### src/rtl/rcr_pkg.sv
package rcr_pkg;
  // Strobes from the control module to the flag datapath.
  typedef struct packed {
    logic flagClr;   // keyed clear accepted this cycle
    logic statSel;   // bus address selects the status byte
  } rcrStrobe_t;
endpackage

### src/rtl/rcr_ctrl.sv
module rcr_ctrl
  import rcr_pkg::*;
#(
  parameter int ADDR_W    = 12,
  parameter int DATA_W    = 8,
  parameter int STAT_ADDR = 'h0A0,
  parameter int KEY_ADDR  = 'h0A4,
  parameter int KEY_VALUE = 'h71
) (
  input  logic              clk,
  input  logic              coldRstN,
  input  logic              warmRst,
  input  logic              busWrEn,
  input  logic [ADDR_W-1:0] busAddr,
  input  logic [DATA_W-1:0] busWrData,
  output logic              armBit,
  output rcrStrobe_t        strobe
);
  localparam int ARM_POS = DATA_W - 1;

  logic statHit, keyHit, keyMatch, statWr;

  always_comb begin
    statHit  = (busAddr == ADDR_W'(STAT_ADDR));
    keyHit   = (busAddr == ADDR_W'(KEY_ADDR));
    keyMatch = (busWrData == DATA_W'(KEY_VALUE));
    statWr   = busWrEn && statHit;
    strobe.statSel = statHit;
    strobe.flagClr = armBit && busWrEn && keyHit && keyMatch;
  end

  // Arm bit: reset by cold and warm resets; self-clears on an accepted key.
  always_ff @(posedge clk or negedge coldRstN) begin
    if (!coldRstN)          armBit <= 1'b0;
    else if (warmRst)       armBit <= 1'b0;
    else if (strobe.flagClr) armBit <= 1'b0;
    else if (statWr)        armBit <= busWrData[ARM_POS];
  end
endmodule

### src/rtl/rcr_flags.sv
module rcr_flags
  import rcr_pkg::*;
#(
  parameter int NUM_SRC = 7,
  parameter int DATA_W  = 8
) (
  input  logic               clk,
  input  logic               coldRstN,
  input  logic [NUM_SRC-1:0] evtPulse,
  input  rcrStrobe_t         strobe,
  output logic [NUM_SRC-1:0] flagVec,
  output logic [DATA_W-1:0]  rdData
);
  localparam int PAD_W = DATA_W - NUM_SRC;

  // One sticky cell per source; the event outranks the clear.
  for (genvar i = 0; i < NUM_SRC; i++) begin : g_cell
    always_ff @(posedge clk or negedge coldRstN) begin
      if (!coldRstN)           flagVec[i] <= 1'b0;
      else if (evtPulse[i])    flagVec[i] <= 1'b1;
      else if (strobe.flagClr) flagVec[i] <= 1'b0;
    end
  end

  always_comb begin
    rdData = '0;
    if (strobe.statSel) rdData = {{PAD_W{1'b0}}, flagVec};
  end
endmodule

### src/rtl/rstCauseReg.sv
module rstCauseReg
  import rcr_pkg::*;
#(
  parameter int ADDR_W    = 12,
  parameter int NUM_SRC   = 7,
  parameter int STAT_ADDR = 'h0A0,
  parameter int KEY_ADDR  = 'h0A4,
  parameter int KEY_VALUE = 'h71,
  localparam int DATA_W   = NUM_SRC + 1
) (
  input  logic               clk,
  input  logic               coldRstN,
  input  logic               warmRst,
  input  logic [NUM_SRC-1:0] evtPulse,
  input  logic               busWrEn,
  input  logic [ADDR_W-1:0]  busAddr,
  input  logic [DATA_W-1:0]  busWrData,
  output logic [DATA_W-1:0]  busRdData
);
  rcrStrobe_t         strobe;
  logic               armBit;
  logic [NUM_SRC-1:0] flagVec;

  rcr_ctrl #(
    .ADDR_W(ADDR_W), .DATA_W(DATA_W), .STAT_ADDR(STAT_ADDR),
    .KEY_ADDR(KEY_ADDR), .KEY_VALUE(KEY_VALUE)
  ) u_ctrl (
    .clk(clk), .coldRstN(coldRstN), .warmRst(warmRst),
    .busWrEn(busWrEn), .busAddr(busAddr), .busWrData(busWrData),
    .armBit(armBit), .strobe(strobe)
  );

  rcr_flags #(.NUM_SRC(NUM_SRC), .DATA_W(DATA_W)) u_flags (
    .clk(clk), .coldRstN(coldRstN), .evtPulse(evtPulse),
    .strobe(strobe), .flagVec(flagVec), .rdData(busRdData)
  );
endmodule

### config.mk
export PLATFORM = sky130hd
export DESIGN_NAME = rstCauseReg
export DESIGN_NICKNAME = d
export VERILOG_FILES = /design/src/rtl/rcr_pkg.sv /design/src/rtl/rcr_ctrl.sv /design/src/rtl/rcr_flags.sv /design/src/rtl/rstCauseReg.sv
export SDC_FILE = /design/constraint.sdc
export NUM_CORES = 1
export LEC_CHECK = 0
export BUFFER_PORTS_ARGS = -buffer_cell sky130_fd_sc_hd__buf_2
export CORE_AREA = 2 2 39 41
export CTS_BUF_LIST = sky130_fd_sc_hd__clkbuf_16
export DETAILED_ROUTE_END_ITERATION = 10
export DIE_AREA = 0 0 41 43
export PLACE_DENSITY = 0.79
export SLEW_MARGIN = 20
export SYNTH_ARGS = -nofsm -noshare
export SYNTH_HDL_FRONTEND = slang
export SYNTH_SLANG_ARGS = --single-unit
### constraint.sdc
create_clock -name clk -period 2.7 [get_ports clk]
set_input_delay 0.27 -clock clk [delete_from_list [all_inputs] [get_ports clk]]
set_output_delay 0.27 -clock clk [all_outputs]
set_load 0.05 [all_outputs]
==> metrics, run 1 <==
layout overhead on the synthesized area 61.6%; number of global-route vias before repair 467; final instance area 712 sq um; top achievable clock speed 557 MHz; RSZ-0062 raised after global routing no; initial cell density of the core 0.318; Area after DPL 627 sq um; worst clock skew 2.16 ps; 1st-pass router iterations 4; largest net degree at the start of global routing 9; Max Cap Viol 0; count of different cell masters after synthesis 19; reg2reg path depth 3; Slew Viols, Final 0; Critical Path RT 2430 ps; DRC Markers 0; # H-tree levels 1; Synth Net Count 70; Final Critical Period 1790 ps; sw frac 0.175; worst hold path startpoint evtPulse[5]; number of antenna violations at the first check in global routing 0; Fill cells 135; CP arrival 1520 ps; final antenna diode count 0; ratio of cells with drive above 1 in the final layout 0.577; TritonCTS clock tree yes; via count 439; Gate power share 0.087; Mapped Avg Cell Area 11.3 sq um; P_sw 0.0000702 W; Final Wtd Congestion 0.600; Rows 14; Port Buf Inserts 37; R2R Setup Slk 1420 ps; VDD IR max 332 uV; commonest non-fill, non-tap cell in the layout buf_2; Detailed Route WL 1.06 mm; first-pass GRT wire length 1.76 mm; Clock Power Share 0.612; sequential power share 0.301; Startpoint Class input pin; setup TNS 0 ps; Die Y-Extent 43 um; clock-pin slew on the worst setup and hold paths 30 ps; Crit Path Max Fanout 7; Critical Path End Type output pin; GRT Overall Usage 0.149; P_leak 0.342 nW; final hold vios 0; WHS Path Cells 2; Core Area 1380 sq um; WL/cell 11.3 um; root cell of the clock tree clkbuf_16; worst-skew pair later-pin latency 230 ps; sequential share of the synthesized area 0.455; clock buffer depth 2; Nets 111; gr ovfl total 0; Die Width 41 um; DIE AREA 1760 sq um; Critical Path Start busAddr[9]; mapped cell area 440 sq um; IO Count 39; Setup violations, final 0; internal power 0.000330 W; Crit Path Class in -> out; worst r2r src u_ctrl.armBit$_DFFE_PN0P_; Hold Path Class in -> reg; Num CTS Buffers 3; Util after Layout 0.514; CTS resizes 0; WHS Endpoint u_flags.flagVec[5]$_DFFE_PN0P_; # clock sinks 8; commonest non-fill, non-tap cells in the layout buf_2, dfrtp_1, and2_1, a21o_1, clkbuf_16; Syn Inst Count 39; ANT nets after route 0; Via density 4.67; yosys warns 0; pwr dens 563 nW/um^2; Initial DRC Count 2; FF+latch count, synth 8; RR Endpoint u_flags.flagVec[3]$_DFFE_PN0P_; status finished, final reports clean; final worst-path cycle share 0.664
-- synthesized netlist by cell type (all sizes together) --
| master | instances | share of area |
|---|---|---|
| and3b | 1 | 0.020 |
| nand3 | 2 | 0.034 |
| and2 | 7 | 0.099 |
| conb | 1 | 0.0085 |
| nand3b | 1 | 0.017 |
| nand4b | 1 | 0.020 |
| nand4 | 1 | 0.014 |
| nor2 | 2 | 0.017 |
| and4bb | 1 | 0.028 |
| nor3 | 1 | 0.011 |
| buf | 2 | 0.043 |
| or4 | 1 | 0.026 |
| dfrtp | 8 | 0.45 |
| a21o | 7 | 0.12 |
| mux2 | 1 | 0.026 |
| nor4 | 2 | 0.063 |
-- through the flow --
stage | setup WS, ps | hold slack (ps) | cells | power (W)
floorplan | 1110 | -25.6 | 39 | 0.000131
detailed placement | 918 | 115 | 90 | 0.000156
CTS | 899 | 213 | 94 | 0.000406
global placement | 934 | 115 | 90 | 0.000155
finish | 906 | 216 | 94 | 0.000401
global route | 761 | 221 | 94 | 0.000412
-- cells by family (layout without fill, tap and decap cells) --
family	Yosys count	count (layout)	share of synthesized area
other cells	1	1	0.00851
compound gates	7	7	0.119
buf+inv	2	41	0.0426
flops	8	8	0.455
mux	1	1	0.0256
simple gates	20	20	0.349
-- repair_timing --
item / CTS / global route
hold endpoints to repair: 8 / 0
buffers inserted: 0 / 0
hold buffers: 1 / 0
-- metal layers --
layer,wire length [um],global-route usage
met3,75,0.0314
met5,0,0
met4,13,0.0800
met2,574,0.256
met1,399,0.155
-- power by group through the flow --
stage	combinational [W]	clock (W)	sequential [W]
2_1_floorplan	0.00000851	0	0.000122
3_3_place_gp	0.0000331	0	0.000122
3_5_place_dp	0.0000338	0	0.000122
4_1_cts	0.0000351	0.000251	0.000121
5_1_grt	0.0000385	0.000253	0.000121
6_report	0.0000347	0.000245	0.000121
-- registers in the layout, summed over array words and instances, names as in the netlist --
register         cells
u_ctrl.armBit        1
u_flags.flagVec      7
-- worst max-delay path: stages --
cell and delay, ps:
buf_2 110, nor4_4 290, nand3_2 100, nor2_1 300, and2_1 190, buf_2 260
-- layout make-up --
class | count | area (sq um) | share of cell area
clock buffers | 3 | 75.1 | 0.105
multi-input cells | 29 | 221 | 0.311
flip-flops and latches | 8 | 200 | 0.281
well taps | 16 | 20.0 | 0.0281
repair buffers | 38 | 195 | 0.274
-- how the worst max path moves through the flow --
stage,end,slack (ps)
after global placement,busRdData[2],930
after CTS,busRdData[6],900
after global routing,busRdData[2],760
after detailed placement,busRdData[1],920
final,busRdData[6],910
after floorplan,u_flags.flagVec[0]$_DFFE_PN0P_,1110
No activity file was read; power rests on OpenSTA's default activity.
==> run 2: changes to the inputs <==
--- a/config.mk
+++ b/config.mk
@@ -5,12 +5,13 @@
 export SDC_FILE = /design/constraint.sdc
 export NUM_CORES = 1
 export LEC_CHECK = 0
+export ABC_AREA = 1
 export BUFFER_PORTS_ARGS = -buffer_cell sky130_fd_sc_hd__buf_2
-export CORE_AREA = 2 2 39 41
+export CORE_MARGIN = 2
+export CORE_UTILIZATION = 35
 export CTS_BUF_LIST = sky130_fd_sc_hd__clkbuf_16
 export DETAILED_ROUTE_END_ITERATION = 10
-export DIE_AREA = 0 0 41 43
-export PLACE_DENSITY = 0.79
+export PLACE_DENSITY = 0.8
 export SLEW_MARGIN = 20
 export SYNTH_ARGS = -nofsm -noshare
 export SYNTH_HDL_FRONTEND = slang
==> constraint.sdc (replaced) <==
create_clock -name clk -period 1.45 [get_ports clk]
set_input_delay 0.145 -clock clk [delete_from_list [all_inputs] [get_ports clk]]
set_output_delay 0.145 -clock clk [all_outputs]
set_load 0.05 [all_outputs]
==> run 2 against run 1 <==
Compared with the run above:
- sequential share of layout area is 4.0 points lower
- combinational power is 130% higher
- highest routed layer unchanged
- clock skew hardly changed
- synthesized cell count is 110% higher
- critical path type unchanged
- critical endpoint is now busRdData[1]
- design area is 17% higher
- utilization is 4.3 points higher
- global-route usage is 0.61 points lower
- total power is 89% higher
==> metrics, run 2 <==
internal power 0.000618 W (was 0.000330 W); number of global-route vias before repair 548 (was 467); Synth Net Count 113 (was 70); crit-path most repeated cell buf_2 (unchanged); Largest stage delay, worst path 320 ps (was 300 ps); yosys warns 0 (unchanged); Gate power share 0.106 (was 0.087); setup TNS 0 ps (unchanged); commonest non-fill, non-tap cells in the layout buf_2, inv_1, nand2_1, nor2_1, dfrtp_1 (was buf_2, dfrtp_1, and2_1, a21o_1, clkbuf_16); status finished, final reports clean (unchanged); top achievable clock speed 747 MHz; initial cell density of the core 0.367 (was 0.318); DIE AREA 1890 sq um (was 1760 sq um); Clock Power Share 0.598 (was 0.612); biggest regs u_flags.flagVec x7, u_ctrl.armBit x1 (unchanged); Mapped Avg Cell Area 6.67 sq um (was 11.3 sq um); ANT nets after route 0 (unchanged); WL/cell 8.95 um (was 11.3 um); count of different cell masters after synthesis 14 (was 19); Num CTS Buffers 3 (unchanged); ratio of cells with drive above 1 in the final layout 0.402 (was 0.577); commonest non-fill, non-tap cell in the layout buf_2 (unchanged); Setup violations, final 0 (unchanged); gr ovfl total 0 (unchanged); max FFs per register 7 (unchanged); root cell of the clock tree clkbuf_16 (unchanged); CTS resizes 0 (unchanged); Max Cap Viol 0 (unchanged); FF+latch count, synth 8 (unchanged); sequential power share 0.296 (was 0.301); clock buffer depth 2 (unchanged); largest net degree at the start of global routing 9 (unchanged); Startpoint Class input pin (unchanged); Slowest-stage cell, CP nor4_2 (was nor2_1); Initial DRC Count 8 (was 2); largest cells by area after synthesis dfrtp_1, inv_1, nand2_1 (was dfrtp_1, a21o_1, and2_1); Core Area 1490 sq um (was 1380 sq um); share of synthesized registers carrying an async set or reset 1.00 (unchanged); CP arrival 1190 ps (was 1520 ps); layout overhead on the synthesized area 51.7% (was 61.6%); top_reg_cell synth dfrtp_1 (unchanged); sw frac 0.185 (was 0.175); pwr dens 914 nW/um^2 (was 563 nW/um^2); GRT Overall Usage 0.143 (was 0.149); Detailed Route WL 1.24 mm (was 1.06 mm); VDD IR max 1210 uV (was 332 uV); post-synth top area cell dfrtp_1 (unchanged); IO Count 39 (unchanged); P_leak 0.568 nW (was 0.342 nW); mapped cell area 547 sq um (was 440 sq um); most frequent cells after synthesis inv_1, nand2_1, nor2_1, dfrtp_1 (was dfrtp_1, a21o_1, and2_1, nor2_1); Buf+Inv Stages, Crit Path 2 (unchanged); worst-skew pair later-pin latency 230 ps (about the same); Die Y-Extent 43.5 um (was 43 um); delay-heaviest family, CP simple AND/OR/NAND/NOR gates (unchanged); Critical Path End Type output pin (unchanged); Final Critical Period 1340 ps; worst path cell trace buf_2, nor4_2, nand3_2, nor2_1, buf_2 (was buf_2, nor4_4, nand3_2, nor2_1, and2_1, buf_2); Nets 155 (was 111); Critical Path RT 1310 ps (was 2430 ps); # clock sinks 8 (unchanged); Syn Inst Count 82 (was 39); final hold vios 0 (unchanged); top cell type's share of synthesized area 0.366 (was 0.455); first-pass GRT wire length 1.97 mm (was 1.76 mm); worst clock skew 2.06 ps (was 2.16 ps); # H-tree levels 1 (unchanged); number of antenna violations at the first check in global routing 0 (unchanged); TritonCTS clock tree yes (unchanged); final antenna diode count 0 (unchanged); cell with the most instances after synthesis inv_1 (was dfrtp_1); Final HPWL DP 1.04 mm; final worst-path cycle share 0.923; Die Width 43.5 um (was 41 um); RSZ-0062 raised after global routing no (unchanged); P_sw 0.000140 W (was 0.0000702 W); Final Wtd Congestion 0.663 (was 0.600); Hold Path Class in -> reg (unchanged); Most flops, register u_flags.flagVec (unchanged); Util after Layout 0.557 (was 0.514); EDFF count, synth 0 (unchanged); 1st-pass router iterations 2 (was 4); Slew Viols, Final 0 (unchanged); DRC Markers 0 (unchanged); sequential share of the synthesized area 0.366 (was 0.455); via count 594 (was 439); Port Buf Inserts 37 (unchanged); Rows 14 (unchanged); Via density 4.30 (was 4.67); clock-pin slew on the worst setup and hold paths 30 ps (about the same); Crit Path Class in -> out (unchanged); Crit Path Max Fanout 7 (unchanged)
==> run 2: cell count changes in the layout (fill, tap and decap cells not counted), moves of 2 or more <==
cell / delta
a21o_1: -7
and2_1: -7
inv_1: +25
nand2_1: +21
nand4_1: +2
nor2_1: +10
nor2_2: +3
nor4_2: +2
==> run 2: per-layer routing <==
layer / part of all wire / global-route usage / vias to the layer above
met5: 0 / 0 / -
met1: 0.37 / 0.141 / 250
li1: - / - / 313
met2: 0.52 / 0.269 / 27
met4: 0.029 / 0.109 / 0
met3: 0.082 / 0.0125 / 4
==> run 2: power groups by stage <==
stage               Clock (W)  Combinational, W  Sequential, W
floorplan                   0         0.0000293       0.000227
global placement            0         0.0000763       0.000227
detailed placement          0         0.0000795       0.000227
CTS                  0.000464         0.0000818       0.000225
global route         0.000471         0.0000894       0.000224
finish               0.000453         0.0000806       0.000225
==> run 2: stage by stage <==
| step | instances | area, sq um | worst slack [ps] | hold slack, ps | total power [W] |
|---|---|---|---|---|---|
| finish | 138 | 830 | 112 | 97.1 | 0.000759 |
| global route | 138 | 830 | 12.8 | 103 | 0.000785 |
| floorplan | 82 | 547 | 45.6 | -151 | 0.000257 |
| CTS | 138 | 830 | 89.5 | 96.9 | 0.000771 |
| global placement | 134 | 744 | 107 | -6.14 | 0.000304 |
| detailed placement | 134 | 744 | 92.6 | -3.01 | 0.000307 |
==> run 2: final timing paths <==
path,start,end,slack (ps),cells after the start
hold reg to reg,u_flags.flagVec[1]$_DFFE_PN0P_,u_flags.flagVec[1]$_DFFE_PN0P_,460,2
max in group asynchronous,coldRstN,u_flags.flagVec[1]$_DFFE_PN0P_,980,2
hold / removal,evtPulse[5],u_flags.flagVec[5]$_DFFE_PN0P_,100,3
setup / recovery,busAddr[9],busRdData[1],110,5
setup reg to reg,u_ctrl.armBit$_DFFE_PN0P_,u_ctrl.armBit$_DFFE_PN0P_,450,5
min in group asynchronous,coldRstN,u_ctrl.armBit$_DFFE_PN0P_,310,2
==> run 2: area by class of cell <==
cell class	instances	area [sq um]
fill	158	659
inverter	25	93.8
multi-input combinational	48	245
timing repair buffer	38	195
tap	16	20.0
clock buffer	3	75.1
sequential	8	200
==> run 2: cell families after synthesis <==
family        count (synthesis)  synth area share
simple gates                 47             0.442
flops                         8             0.366
other cells                   1           0.00686
buf+inv                      26             0.185
==> run 2: tightest hold or removal path, stage by stage <==
cell and delay, ps:
buf_2 70, inv_1 30, nand2_1 40
==> run 2: what timing repair did <==
action                                 4_1_cts  5_1_grt
hold buffers                                 1        0
endpoints found under the hold margin        8        0
setup buffers                                0        0
==> run 3: changes to the inputs <==
==> constraint.sdc (replaced) <==
create_clock -name clk -period 1.45 [get_ports clk]
set_input_delay 0 -clock clk [delete_from_list [all_inputs] [get_ports clk]]
set_output_delay 0 -clock clk [all_outputs]
set_load 0.05 [all_outputs]
==> run 3 against run 2 <==
Compared with the run above:
- maximum frequency rose by 28%
- critical path depth unchanged
- via count is 4.7% higher
- flip-flop and latch count did not move
- critical endpoint unchanged
- routed wire length rose by 6.2%
- utilization increased by 4.7 points
- global-route usage rose by 0.86 points
- non-clock buffer count grew 7
- combinational power increased by 18%
- largest power group unchanged
- total power is 2.0% higher
- design area grew 8.4%
==> metrics, run 3 (same netlist as run 2, synthesis figures left out) <==
status finished, final reports clean (unchanged); root cell of the clock tree clkbuf_16 (unchanged); number of global-route vias before repair 588 (was 548); R2R Setup Slk 450 ps (about the same); final hold slack 19.6 ps (was 97.1 ps); Critical Path Sink busRdData[1] (unchanged); Port Buf Inserts 37 (unchanged); Slowest-stage cell, CP nor4_2 (unchanged); Most flops, register u_flags.flagVec (unchanged); Critical Path RT 1450 ps (was 1310 ps); TritonCTS clock tree yes (unchanged); Post-CTS Setup Inserts 0 (unchanged); post-layout worst setup margin 402 ps (was 112 ps); largest net degree at the start of global routing 9 (unchanged); IO Count 39 (unchanged); top achievable clock speed 954 MHz (was 747 MHz); Core Area 1490 sq um (unchanged); Nets 162 (was 155); setup TNS 0 ps (unchanged); # H-tree levels 1 (unchanged); first-pass GRT wire length 2.09 mm (was 1.97 mm); worst-skew pair later-pin latency 230 ps (about the same); Critical Path End Type output pin (unchanged); reg2reg path depth 5 (unchanged); Max Cap Viol 0 (unchanged); Startpoint Class input pin (unchanged); crit-path most repeated cell buf_2 (unchanged); total power 0.000774 W (was 0.000759 W); Hold Path Class in -> reg (unchanged); Detailed Route WL 1.31 mm (was 1.24 mm); Num CTS Buffers 3 (unchanged); Final Wtd Congestion 0.663 (about the same); via count 622 (was 594); RR Endpoint u_ctrl.armBit$_DFFE_PN0P_ (unchanged); ANT nets after route 0 (unchanged); final worst-path cycle share 0.723 (was 0.923); pwr dens 860 nW/um^2 (was 914 nW/um^2); Die Width 43.5 um (unchanged); commonest non-fill, non-tap cells in the layout buf_2, inv_1, nand2_1, nor2_1 (was buf_2, inv_1, nand2_1, nor2_1, dfrtp_1); Crit Path Max Fanout 7 (unchanged); WL/cell 9.04 um (was 8.95 um); P_leak 0.597 nW (was 0.568 nW); Final Critical Period 1050 ps (was 1340 ps); VDD IR max 1210 uV (about the same); Via density 4.29 (was 4.30); gr ovfl total 0 (unchanged); Largest stage delay, worst path 320 ps (about the same); worst clock skew 2.09 ps (was 2.06 ps); number of antenna violations at the first check in global routing 0 (unchanged); worst slack at placement 383 ps (was 92.6 ps); GRT Overall Usage 0.151 (was 0.143); biggest regs u_flags.flagVec x7, u_ctrl.armBit x1 (unchanged); Final HPWL DP 1.04 mm (unchanged); Slew Viols, Final 0 (unchanged); CP arrival 1050 ps (was 1190 ps); DRC Markers 0 (unchanged); final hold vios 0 (unchanged); Rows 14 (unchanged); Critical Path Start busAddr[9] (unchanged); clock buffer depth 2 (unchanged); CTS resizes 0 (unchanged); hold buffer count at CTS 8 (was 1); worst path cell trace buf_2, nor4_2, nand3_2, nor2_1, buf_2 (unchanged); worst r2r src u_ctrl.armBit$_DFFE_PN0P_ (unchanged); commonest non-fill, non-tap cell in the layout buf_2 (unchanged); max FFs per register 7 (unchanged); Setup violations, final 0 (unchanged); initial cell density of the core 0.367 (unchanged); final antenna diode count 0 (unchanged); Util after Layout 0.604 (was 0.557); Crit Path Class in -> out (unchanged); DIE AREA 1890 sq um (unchanged); 1st-pass router iterations 2 (unchanged); RSZ-0062 raised after global routing no (unchanged); clock-pin slew on the worst setup and hold paths 40 ps (was 30 ps); # clock sinks 8 (unchanged); Die Y-Extent 43.5 um (unchanged); ratio of cells with drive above 1 in the final layout 0.380 (was 0.402); Initial DRC Count 8 (unchanged); layout overhead on the synthesized area 64.5% (was 51.7%)
## run 3: cell types whose count changed in the layout (fill, tap and decap cells not counted), sizes merged
cell and delta:
dlygate4sd3 +7
## run 3: worst min-delay path by stage
| stage | from | to | cells past startpoint |
|---|---|---|---|
| floorplan | coldRstN | u_ctrl.armBit$_DFFE_PN0P_ | 0 |
| global placement | coldRstN | u_flags.flagVec[2]$_DFFE_PN0P_ | 1 |
| detailed placement | coldRstN | u_flags.flagVec[5]$_DFFE_PN0P_ | 1 |
| CTS | warmRst | u_ctrl.armBit$_DFFE_PN0P_ | 4 |
| global route | warmRst | u_ctrl.armBit$_DFFE_PN0P_ | 4 |
| finish | warmRst | u_ctrl.armBit$_DFFE_PN0P_ | 4 |
## run 3: power breakdown
group / leakage, nW / switching, W / total [W] / internal (W)
clock: 0.0370 / 0.0000990 / 0.000454 / 0.000355
sequential: 0.0752 / 0.00000000305 / 0.000225 / 0.000225
combinational: 0.485 / 0.0000438 / 0.0000953 / 0.0000516
total: 0.597 / 0.000143 / 0.000774 / 0.000631
## run 3: critical path: cells and delay by family
family	cells	cell delay (ps)
AND/OR/NAND/NOR	3	670
buffers and inverters	2	380
## run 3: metrics by stage
stage               area (sq um)  cells
CTS                          900    145
floorplan                    547     82
global placement             744    134
finish                       900    145
detailed placement           744    134
global route                 900    145
## run 3: area by class of cell
class,count,area (sq um)
clock buffer,3,75.1
fill,147,589
inverter,25,93.8
multi-input combinational,48,245
sequential,8,200
tap,16,20.0
timing repair buffer,45,265
## run 3: metal layers
metal / wire, um / track usage / part of all wire / vias to the layer above
met5: 0 / 0 / 0 / -
met4: 36 / 0.109 / 0.027 / 0
met3: 102 / 0.0125 / 0.078 / 4
met2: 687 / 0.293 / 0.52 / 27
met1: 484 / 0.147 / 0.37 / 264
li1: - / - / - / 327
